<file path="src/rtl/pfd_pkg.sv">
package pfd_pkg;
  typedef enum logic [1:0] {
    SYM_NOISE,
    SYM_ZERO,
    SYM_ONE,
    SYM_GAP
  } sym_e;
endpackage

</file>
<file path="src/rtl/pfd_edge_sync.sv">
module pfd_edge_sync #(
  parameter int STAGES = 2
) (
  input  logic clk_i,
  input  logic rst_ni,
  input  logic sig_i,
  output logic rise_o
);
  // sh_q[STAGES-1] is the synchronised level, sh_q[STAGES] its previous value
  logic [STAGES:0] sh_q;

  always_ff @(posedge clk_i or negedge rst_ni) begin
    if (!rst_ni) sh_q <= '0;
    else         sh_q <= {sh_q[STAGES-1:0], sig_i};
  end

  assign rise_o = sh_q[STAGES-1] & ~sh_q[STAGES];

  a_r11_single_rise: assert property (@(posedge clk_i) disable iff (!rst_ni)
    rise_o |=> !rise_o);
endmodule

</file>
<file path="src/rtl/pfd_interval_timer.sv">
module pfd_interval_timer #(
  parameter int CNT_W  = 8,
  parameter int EOF_T0 = 80
) (
  input  logic             clk_i,
  input  logic             rst_ni,
  input  logic             tick_i,
  input  logic             rise_i,
  output logic [CNT_W-1:0] interval_o,
  output logic             eof_o
);
  localparam logic [CNT_W-1:0] CNT_MAX = '1;
  localparam logic [CNT_W-1:0] EOF_PRE = CNT_W'(EOF_T0 - 1);

  logic [CNT_W-1:0] cnt_q;

  always_ff @(posedge clk_i or negedge rst_ni) begin
    if (!rst_ni)                         cnt_q <= '0;
    else if (rise_i)                     cnt_q <= '0;
    else if (tick_i && cnt_q != CNT_MAX) cnt_q <= cnt_q + 1'b1;
  end

  assign interval_o = cnt_q;
  // fires once per silence: the tick that takes the count to EOF_T0
  assign eof_o = tick_i & ~rise_i & (cnt_q == EOF_PRE);

  a_r10_saturate: assert property (@(posedge clk_i) disable iff (!rst_ni)
    (cnt_q == CNT_MAX && !rise_i) |=> cnt_q == CNT_MAX);
  a_r7_eof_once: assert property (@(posedge clk_i) disable iff (!rst_ni)
    eof_o |=> !eof_o);
endmodule

</file>
<file path="src/rtl/pfd_bit_packer.sv">
module pfd_bit_packer #(
  parameter int MAX_BITS = 160,
  parameter int BITS_W   = $clog2(MAX_BITS + 1),
  parameter int DATA_W   = 8 * ((MAX_BITS + 7) / 8)
) (
  input  logic              clk_i,
  input  logic              rst_ni,
  input  logic              push_i,
  input  logic              bit_i,
  input  logic              clear_i,
  output logic [DATA_W-1:0] data_o,
  output logic [BITS_W-1:0] bits_o
);
  localparam logic [BITS_W-1:0] BITS_CAP = BITS_W'(MAX_BITS);

  logic [DATA_W-1:0] buf_q;
  logic [BITS_W-1:0] bits_q;
  logic [BITS_W-1:0] wr_idx;

  // byte = count/8, bit within byte = 7 - count%8
  assign wr_idx = {bits_q[BITS_W-1:3], ~bits_q[2:0]};

  always_ff @(posedge clk_i or negedge rst_ni) begin
    if (!rst_ni) begin
      buf_q  <= '0;
      bits_q <= '0;
    end else if (clear_i) begin
      buf_q  <= '0;
      bits_q <= '0;
    end else if (push_i && bits_q != BITS_CAP) begin
      buf_q[wr_idx] <= bit_i;
      bits_q        <= bits_q + 1'b1;
    end
  end

  assign data_o = buf_q;
  assign bits_o = bits_q;

  a_r12_cap: assert property (@(posedge clk_i) disable iff (!rst_ni)
    bits_q <= BITS_CAP);
  a_r12_hold_full: assert property (@(posedge clk_i) disable iff (!rst_ni)
    (bits_q == BITS_CAP && !clear_i) |=> bits_q == BITS_CAP);
endmodule

</file>
<file path="src/rtl/pulse_frame_decoder.sv">
module pulse_frame_decoder
  import pfd_pkg::*;
#(
  parameter int MAX_BITS    = 160,
  parameter int CNT_W       = 8,
  parameter int SYNC_STAGES = 2,
  parameter int ZERO_MIN_T0 = 15,
  parameter int ONE_MIN_T0  = 25,
  parameter int GAP_MIN_T0  = 36,
  parameter int LOW_T0      = 8,
  parameter int EOF_T0      = 80,
  parameter int BITS_W      = $clog2(MAX_BITS + 1),
  parameter int DATA_W      = 8 * ((MAX_BITS + 7) / 8)
) (
  input  logic              clk_i,
  input  logic              rst_ni,
  input  logic              gap_i,
  input  logic              tick_i,
  output logic              frame_valid_o,
  output logic [BITS_W-1:0] frame_bits_o,
  output logic [DATA_W-1:0] frame_data_o,
  output logic [CNT_W-1:0]  resp_time_o
);
  localparam logic [CNT_W-1:0] ZERO_C = CNT_W'(ZERO_MIN_T0);
  localparam logic [CNT_W-1:0] ONE_C  = CNT_W'(ONE_MIN_T0);
  localparam logic [CNT_W-1:0] GAP_C  = CNT_W'(GAP_MIN_T0);
  localparam logic [CNT_W-1:0] LOW_C  = CNT_W'(LOW_T0);

  logic             rise;
  logic             eof;
  logic [CNT_W-1:0] interval;
  sym_e             sym;
  logic             push;
  logic             valid_q;
  logic [CNT_W-1:0] resp_q;

  pfd_edge_sync #(.STAGES(SYNC_STAGES)) u_sync (
    .clk_i (clk_i),
    .rst_ni(rst_ni),
    .sig_i (gap_i),
    .rise_o(rise)
  );

  pfd_interval_timer #(.CNT_W(CNT_W), .EOF_T0(EOF_T0)) u_timer (
    .clk_i     (clk_i),
    .rst_ni    (rst_ni),
    .tick_i    (tick_i),
    .rise_i    (rise),
    .interval_o(interval),
    .eof_o     (eof)
  );

  always_comb begin
    if (interval >= GAP_C)       sym = SYM_GAP;
    else if (interval >= ONE_C)  sym = SYM_ONE;
    else if (interval >= ZERO_C) sym = SYM_ZERO;
    else                         sym = SYM_NOISE;
  end

  assign push = rise & (sym == SYM_ONE || sym == SYM_ZERO);

  pfd_bit_packer #(.MAX_BITS(MAX_BITS), .BITS_W(BITS_W), .DATA_W(DATA_W)) u_pack (
    .clk_i  (clk_i),
    .rst_ni (rst_ni),
    .push_i (push),
    .bit_i  (sym == SYM_ONE),
    .clear_i(valid_q),
    .data_o (frame_data_o),
    .bits_o (frame_bits_o)
  );

  always_ff @(posedge clk_i or negedge rst_ni) begin
    if (!rst_ni) begin
      valid_q <= 1'b0;
      resp_q  <= '0;
    end else begin
      valid_q <= eof & (frame_bits_o != '0);
      if (rise && sym == SYM_GAP) resp_q <= interval - LOW_C;
    end
  end

  assign frame_valid_o = valid_q;
  assign resp_time_o   = resp_q;

  a_r7_one_cycle: assert property (@(posedge clk_i) disable iff (!rst_ni)
    frame_valid_o |=> !frame_valid_o);
  a_r8_cleared: assert property (@(posedge clk_i) disable iff (!rst_ni)
    frame_valid_o |=> (frame_bits_o == '0 && frame_data_o == '0));
  a_r9_nonempty: assert property (@(posedge clk_i) disable iff (!rst_ni)
    frame_valid_o |-> frame_bits_o != '0);
  a_r2_resp_stable: assert property (@(posedge clk_i) disable iff (!rst_ni)
    !rise |=> $stable(resp_time_o));
endmodule

</file>
<file path="config.mk">
export PLATFORM = sky130hd
export DESIGN_NAME = pulse_frame_decoder
export DESIGN_NICKNAME = d
export VERILOG_FILES = /design/src/rtl/pfd_pkg.sv /design/src/rtl/pfd_edge_sync.sv /design/src/rtl/pfd_interval_timer.sv /design/src/rtl/pfd_bit_packer.sv /design/src/rtl/pulse_frame_decoder.sv
export SDC_FILE = /design/constraint.sdc
export NUM_CORES = 1
export LEC_CHECK = 0
export ABC_AREA = 1
export BUFFER_PORTS_ARGS = -buffer_cell sky130_fd_sc_hd__buf_2
export CORE_ASPECT_RATIO = 0.5
export CORE_MARGIN = 5
export CORE_UTILIZATION = 25
export DETAILED_ROUTE_END_ITERATION = 10
export GPL_TIMING_DRIVEN = 0
export HOLD_SLACK_MARGIN = 0.15
export PLACE_DENSITY = 0.43
export SLEW_MARGIN = 20
export SYNTH_ARGS = -nofsm -noshare
export SYNTH_HDL_FRONTEND = slang
export SYNTH_HIERARCHICAL = 1
export SYNTH_SLANG_ARGS = --single-unit
</file>
<file path="constraint.sdc">
create_clock -name clk_i -period 4.7 [get_ports clk_i]
set_clock_uncertainty 0.15 [all_clocks]
set_input_delay 0.705 -clock clk_i [delete_from_list [all_inputs] [get_ports clk_i]]
set_output_delay 0.705 -clock clk_i [all_outputs]
set_load 0.02 [all_outputs]
</file>
==> results of run 1 <==
[Yosys cell counts, drive strengths merged]
| cell | instances |
|---|---|
| ha | 8 |
| nor3b | 1 |
| nand2 | 540 |
| nand3 | 181 |
| clkbuf | 55 |
| or2 | 1 |
| o21ai | 11 |
| dfrtp | 188 |
| and2 | 1 |
| inv | 186 |
| nor3 | 2 |
| xnor2 | 1 |
| a21oi | 26 |
| nand4 | 151 |
| buf | 64 |
| nor4 | 1 |
| nor2 | 199 |
| o31ai | 2 |
| clkinv | 2 |
| xor2 | 5 |
[sequential cells by signal, indices dropped and copies added, names as in the netlist]
name                count
resp_time_o             8
u_pack/bits_o           8
u_timer/interval_o      8
frame_valid_o           1
u_pack/data_o         160
u_sync/sh_q             3
[area by class of cell]
type	instances	area share, %
plain buffers	119	3.77
clock buffers	22	3.64
clock inverters	10	0.969
inverters	188	5.34
multi-input cells	1130	38.0
flip-flops and latches	188	35.4
well taps	588	5.53
repair buffers	183	7.34
[per-stage QoR]
step / setup TNS [ps] / hold WS (ps) / cell area, um^2 / instances
3_5_place_dp: 0 / 186 / 12700 / 2395
2_1_floorplan: 0 / 181 / 11000 / 1625
5_1_grt: 0 / 184 / 13300 / 2428
6_report: 0 / 201 / 13300 / 2428
3_3_place_gp: -152180 / 183 / 12600 / 2393
4_1_cts: 0 / 184 / 13300 / 2428
[timing repair]
| action | 4_1_cts | 5_1_grt |
|---|---|---|
| resized for setup | 0 | 0 |
| hold buffers | 1 | 0 |
| hold endpoints to repair | 51 | 0 |
[logic make-up after synthesis]
kind of cell	count (synthesis)
fa+ha+maj	8
xor+xnor	6
simple gates	1077
compound gates	39
buf+inv	307
flops	188
[critical path: stages (launching register included)]
cell and delay (ps):
dfrtp_1 540, nor2_4 180, nand2_2 70, nor2_2 120, o21ai_1 90, ha_1 270
nand2_1 40, inv_1 60, buf_2 240, clkbuf_1 740, buf_1 460, nand3_1 150
nand2_1 80, nand2_1 50, inv_1 50
[power by group through the flow]
stage          clock, mW  sequential [mW]  combinational, mW
6_report            1.55             1.80               1.08
5_1_grt             1.68             1.82               1.17
3_3_place_gp           0             1.84               1.07
3_5_place_dp           0             1.84               1.07
2_1_floorplan          0             1.93              0.465
4_1_cts             1.61             1.81               1.08
[worst max-delay path by stage]
stage / startpoint / to / cells past startpoint
finish: u_timer/interval_o[5]$_DFFE_PN0P_ / u_pack/data_o[64]$_DFFE_PN0P_ / 14
floorplan: u_timer/interval_o[5]$_DFFE_PN0P_ / u_pack/data_o[60]$_DFFE_PN0P_ / 13
CTS: u_timer/interval_o[5]$_DFFE_PN0P_ / u_pack/data_o[103]$_DFFE_PN0P_ / 14
detailed placement: u_timer/interval_o[5]$_DFFE_PN0P_ / u_pack/data_o[106]$_DFFE_PN0P_ / 14
global placement: rst_ni / u_pack/data_o[36]$_DFFE_PN0P_ / 1
global route: u_timer/interval_o[3]$_DFFE_PN0P_ / u_pack/data_o[16]$_DFFE_PN0P_ / 16
[per-layer routing]
layer	GRT usage (%)	wire length, um	vias up
li1	-	-	5591
met1	24.0	19600	5464
met2	30.3	20900	271
met5	0	0	-
met4	4.75	912	0
met3	2.67	2200	49
==> PnR_summary.wiki, run 1 <==
{| class="wikitable"
! Metric !! Value
|-
| Outcome || complete, no violations
|-
| DRC || 0
|-
| Worst slew margin relative to its limit || 17.4%
|-
| Ratio of cells with drive above 1 in the final layout || 14.9%
|-
| Maximum count of clock buffers along a single path || 2
|-
| Part of the power in combinational logic || 24.3%
|-
| Vert. Die Dim || 158 um
|-
| PD cells || 333 mW/mm^2
|-
| Clock sink total || 188
|-
| Max-capacitance violation count || 0
|-
| Fmax achieved || 0.299 GHz
|-
| Worst vdd rail ir drop || 0.262 mV
|-
| Net switching share of the total power || 37.1%
|-
| Total power || 4.43 mW
|-
| CP startpoint kind || flip-flop
|-
| Clock Power Share || 35.0%
|-
| Root cell of the clock tree || clkbuf_16
|-
| Switching power || 1.65 mW
|-
| Detailed Route Iter0 Violations || 1086
|-
| Starting Density || 25.2%
|-
| Register area || 0.00470 mm^2
|-
| I/O pins || 181
|-
| Complex-gate fraction of the synthesized area || 1.82%
|-
| Final WS setup || 1350 ps
|-
| YS warnings || 6
|-
| Average wire per cell in the routed design || 17.9 um
|-
| Synthesized instance count || 1625
|-
| Total of flip-flops plus latches after synthesis || 188
|-
| Slew at the pin closest to its max-slew limit || 1230 ps
|-
| Total global routing track utilization || 17.8%
|-
| Critical path type || reg2reg
|-
| Internal power of the cells || 2.79 mW
|-
| Clk_lat worst skew || 450 ps
|-
| Share of synthesized area occupied by flip-flops and latches || 42.9%
|-
| Most frequent standard cell in the layout excluding fill and tap cells || nand2_1
|-
| Hold WC Path Type || reg2reg
|-
| Floorplan row count || 54
|-
| Reg2reg path depth || 14
|-
| Post-layout minimum cycle time || 3350 ps
|-
| Setup Viol. Count Final || 0
|-
| Slack of the worst reg-to-reg path || 1350 ps
|-
| Commonest non-fill, non-tap cells in the layout || 535 x nand2_1, 223 x buf_2, 194 x nor2_1
|-
| Core Area || 0.0435 mm^2
|-
| Post-synthesis net count || 1637
|-
| Cell types occupying the most area after synthesis || dfrtp_1 43%, nand2_1 18%, nand4_1 8.5%
|-
| Endpoint of the worst-slack reg-to-reg timing path || u_pack/data_o[64]$_DFFE_PN0P_
|-
| Critical path data arrival time || 3590 ps
|-
| Multiplexer fraction of the synthesized cell area || 0%
|-
| Synthesized area per cell || 6.75 um^2
|-
| Post-CTS Setup Inserts || 0
|-
| Sequential power share || 40.7%
|-
| Final cell utilization of the core || 30.6%
|-
| Count of fill cells added during filler insertion || 4908
|-
| Floorplan die width || 306 um
|-
| Drt via density || 4.68
|-
| Clock transition at the registers of the reported paths || 80 ps
|-
| Share of the synthesized area in the top cell type || 42.9%
|-
| Worst min-delay path endpoint || u_sync/sh_q[1]$_DFF_PN0_
|-
| Pre-CTS worst setup slack || 1470 ps
|-
| Post-synthesis simple-gate area fraction || 42.9%
|-
| Total number of H-tree levels || 4
|-
| Pin count of the biggest net entering global routing || 73
|-
| Startpoint of the most critical hold path || u_sync/sh_q[0]$_DFF_PN0_
|-
| Count of inserted antenna diode cells || 0
|-
| Overflow after GRT || 0
|-
| Critical Path Sink Type || flip-flop
|-
| Full die area || 0.0485 mm^2
|-
| Global-route wire length before repair || 66300 um
|-
| Vias in the first global route || 10.8k
|-
| Pins Over Slew Limit || 0
|-
| Data required time of the critical path || 4950 ps
|-
| Post-Synthesis Cell Area || 0.0110 mm^2
|-
| DRT Pass-1 Iters || 5
|-
| Final hold violation count || 0
|-
| Hold Path Stages || 0
|-
| Count of unique library cells instantiated by Yosys || 29
|-
| Nets || 1839
|-
| Pleak || 7.73 nW
|-
| Antenna violations before repair || 1
|-
| Main combinational cell family by area after synthesis || simple AND/OR/NAND/NOR gates
|-
| Detail Route Antenna Nets || 0
|-
| Count of vias placed by the detailed router || 11.4k
|-
| Post-synthesis adder-cell area fraction || 0.912%
|-
| Half-perimeter wire length of the detailed placement result || 29300 um
|-
| # port buffers || 180
|-
| RSZ-0062 raised after global routing || no
|-
| Largest area contributor in the synthesized netlist || dfrtp_1
|-
| Area of the multi-input gates || 0.00506 mm^2
|-
| Largest fanout on the critical path || 11
|-
| Area grow syn2layout || 21.2%
|-
| TritonCTS buffer count || 17
|-
| CTS tree || built
|-
| Final period utilization || 71.2%
|-
| Final GP Congestion || 0.819
|-
| Synth Area in XOR/XNOR || 0.479%
|-
| Wirelength, routed || 43600 um
|-
| Crit Reg-Reg Startpoint || u_timer/interval_o[5]$_DFFE_PN0P_
|}
No activity file was read; power rests on OpenSTA's default activity.
==> inputs of run 2 (changes only) <==
Clock period 4.7 ns to 3.3 ns, I/O delays scaled along.
==> PnR_summary.wiki, run 2 (synthesis gave the netlist of run 1 again) <==
{| class="wikitable"
! Metric !! Value
|-
| Detailed Route Iter0 Violations || 1031 (-5.1%)
|-
| Clock transition at the registers of the reported paths || 80 ps (about the same)
|-
| Final WS setup || 248 ps (-1110 ps)
|-
| Average wire per cell in the routed design || 17.9 um (about the same)
|-
| Antenna violations before repair || 1 (unchanged)
|-
| Overflow after GRT || 0 (unchanged)
|-
| Core Area || 0.0435 mm^2 (unchanged)
|-
| Slack of the worst reg-to-reg path || 250 ps (-1110 ps)
|-
| TritonCTS buffer count || 17 (unchanged)
|-
| Critical path data arrival time || 3300 ps (-290 ps)
|-
| Worst vdd rail ir drop || 0.376 mV (+43%)
|-
| RSZ-0062 raised after global routing || no
|-
| Vias in the first global route || 10.8k (+0.028%)
|-
| Final GP Congestion || 0.819 (unchanged)
|-
| Part of the power in combinational logic || 24.3% (about the same)
|-
| Vert. Die Dim || 158 um (unchanged)
|-
| Count of inserted antenna diode cells || 0 (unchanged)
|-
| Sequential power share || 40.6% (about the same)
|-
| Worst slew margin relative to its limit || 15.5% (-1.9 points)
|-
| Setup Viol. Count Final || 0 (unchanged)
|-
| Most frequent standard cell in the layout excluding fill and tap cells || nand2_1
|-
| DRC || 0 (unchanged)
|-
| Count of fill cells added during filler insertion || 4904 (-0.081%)
|-
| Total number of H-tree levels || 4 (unchanged)
|-
| Clock Power Share || 35.0% (about the same)
|-
| Pin count of the biggest net entering global routing || 73 (unchanged)
|-
| Net switching share of the total power || 37.2% (about the same)
|-
| Outcome || complete, no violations
|-
| Pre-CTS worst setup slack || 65.7 ps (-1400 ps)
|-
| Wirelength, routed || 43500 um (about the same)
|-
| Pleak || 7.75 nW (+0.22%)
|-
| Total global routing track utilization || 17.8% (unchanged)
|-
| Floorplan row count || 54 (unchanged)
|-
| I/O pins || 181 (unchanged)
|-
| Commonest non-fill, non-tap cells in the layout || 535 x nand2_1, 223 x buf_2, 194 x nor2_1
|-
| Post-CTS Setup Inserts || 0 (unchanged)
|-
| Final period utilization || 92.5% (+21 points)
|-
| CTS tree || built
|-
| Maximum count of clock buffers along a single path || 2 (unchanged)
|-
| PD cells || 475 mW/mm^2 (+42%)
|-
| CP startpoint kind || flip-flop
|-
| Starting Density || 25.2% (unchanged)
|-
| Slew at the pin closest to its max-slew limit || 1260 ps (+29.0 ps)
|-
| Switching power || 2.35 mW (+43%)
|-
| Final cell utilization of the core || 30.6% (+0.034 points)
|-
| Min Hold Slack || 201 ps (-0.0100 ps)
|-
| Critical path type || reg2reg
|-
| Floorplan die width || 306 um (unchanged)
|-
| Total Negative Setup Slacks || 0 ps (unchanged)
|-
| Detail Route Antenna Nets || 0 (unchanged)
|-
| # port buffers || 180 (unchanged)
|-
| Full die area || 0.0485 mm^2 (unchanged)
|-
| Clk_lat worst skew || 450 ps (about the same)
|-
| DRT Pass-1 Iters || 5 (unchanged)
|-
| Internal power of the cells || 3.97 mW (+42%)
|-
| Clock sink total || 188 (unchanged)
|-
| Largest fanout on the critical path || 11 (unchanged)
|-
| Pins Over Slew Limit || 0 (unchanged)
|-
| Hold WC Path Type || reg2reg
|-
| Final hold violation count || 0 (unchanged)
|-
| Largest register FFs || 160 (unchanged)
|-
| Critical Path Sink Type || flip-flop
|-
| Count of vias placed by the detailed router || 11.3k (-0.58%)
|-
| Ratio of cells with drive above 1 in the final layout || 15.2% (+0.21 points)
|-
| Nets || 1840 (+0.054%)
|-
| Data required time of the critical path || 3550 ps (-1400 ps)
|-
| Global-route wire length before repair || 66300 um (about the same)
|-
| Half-perimeter wire length of the detailed placement result || 29300 um (unchanged)
|-
| Max-capacitance violation count || 0 (unchanged)
|-
| Root cell of the clock tree || clkbuf_16
|-
| Post-layout minimum cycle time || 3050 ps (-295 ps)
|-
| Drt via density || 4.66 (-0.62%)
|-
| Fmax achieved || 0.328 GHz (+9.7%)
|-
| Area grow syn2layout || 21.3%
|}
[run 2: cell count changes in the layout (fill, tap and decap cells not counted), sizes merged]
cell         delta
dlygate4sd3     +1
[run 2: power by group through the flow]
| stage | logic, mW | clock network (mW) | registers, mW |
|---|---|---|---|
| after CTS | 1.53 | 2.29 | 2.57 |
| after global placement | 1.52 | 0 | 2.62 |
| after floorplan | 0.663 | 0 | 2.75 |
| final | 1.54 | 2.21 | 2.57 |
| after global routing | 1.66 | 2.40 | 2.59 |
| after detailed placement | 1.52 | 0 | 2.62 |
[run 2: repair_timing]
item	in CTS	in global routing
hold endpoints to repair	52	0
resized for setup	0	9
hold buffers	2	0
endpoints found under the setup margin	0	156
[run 2: layer usage]
| metal | routed length [um] | share of wire, % | track usage (%) |
|---|---|---|---|
| met5 | 0 | 0 | 0 |
| met4 | 926 | 2.1 | 4.75 |
| met3 | 2020 | 4.6 | 2.65 |
| met2 | 21000 | 48 | 30.3 |
| met1 | 19600 | 45 | 24.0 |
[run 2: cell type report]
cell class	instances	area (um^2)	share of cell area, %
multi-input combinational	1130	5060	38.0
buffer	119	507	3.81
clock inverter	10	129	0.968
inverter	188	711	5.34
clock buffer	22	484	3.64
tap	588	736	5.52
timing repair buffer	184	986	7.40
sequential	188	4700	35.3
[run 2: final timing paths]
kind | startpoint | end | depth (start not counted)
min in group asynchronous | rst_ni | resp_time_o[0]$_DFFE_PN0P_ | 2
setup / recovery | u_timer/interval_o[5]$_DFFE_PN0P_ | u_pack/data_o[64]$_DFFE_PN0P_ | 14
setup reg to reg | u_timer/interval_o[5]$_DFFE_PN0P_ | u_pack/data_o[64]$_DFFE_PN0P_ | 14
max in group asynchronous | rst_ni | u_pack/data_o[25]$_DFFE_PN0P_ | 4
hold / removal | u_sync/sh_q[0]$_DFF_PN0_ | u_sync/sh_q[1]$_DFF_PN0_ | 0
hold reg to reg | u_sync/sh_q[0]$_DFF_PN0_ | u_sync/sh_q[1]$_DFF_PN0_ | 0
[run 2: worst max-delay path, cell delays in order (launching register included)]
cell and delay, ps:
dfrtp_1 540, nor2_4 180, nand2_2 70, nor2_2 120, o21ai_1 90, ha_1 270, nand2_1 40, inv_1 60
buf_2 250, clkbuf_2 460, buf_1 440, nand3_1 150, nand2_1 80, nand2_1 50, inv_1 50
[run 2: metrics by stage]
step / cells / total power [mW] / cell area [um^2]
after floorplan: 1625 / 3.41 / 11000
after CTS: 2429 / 6.40 / 13300
after global routing: 2429 / 6.65 / 13300
final: 2429 / 6.32 / 13300
after global placement: 2393 / 4.14 / 12600
after detailed placement: 2395 / 4.14 / 12700
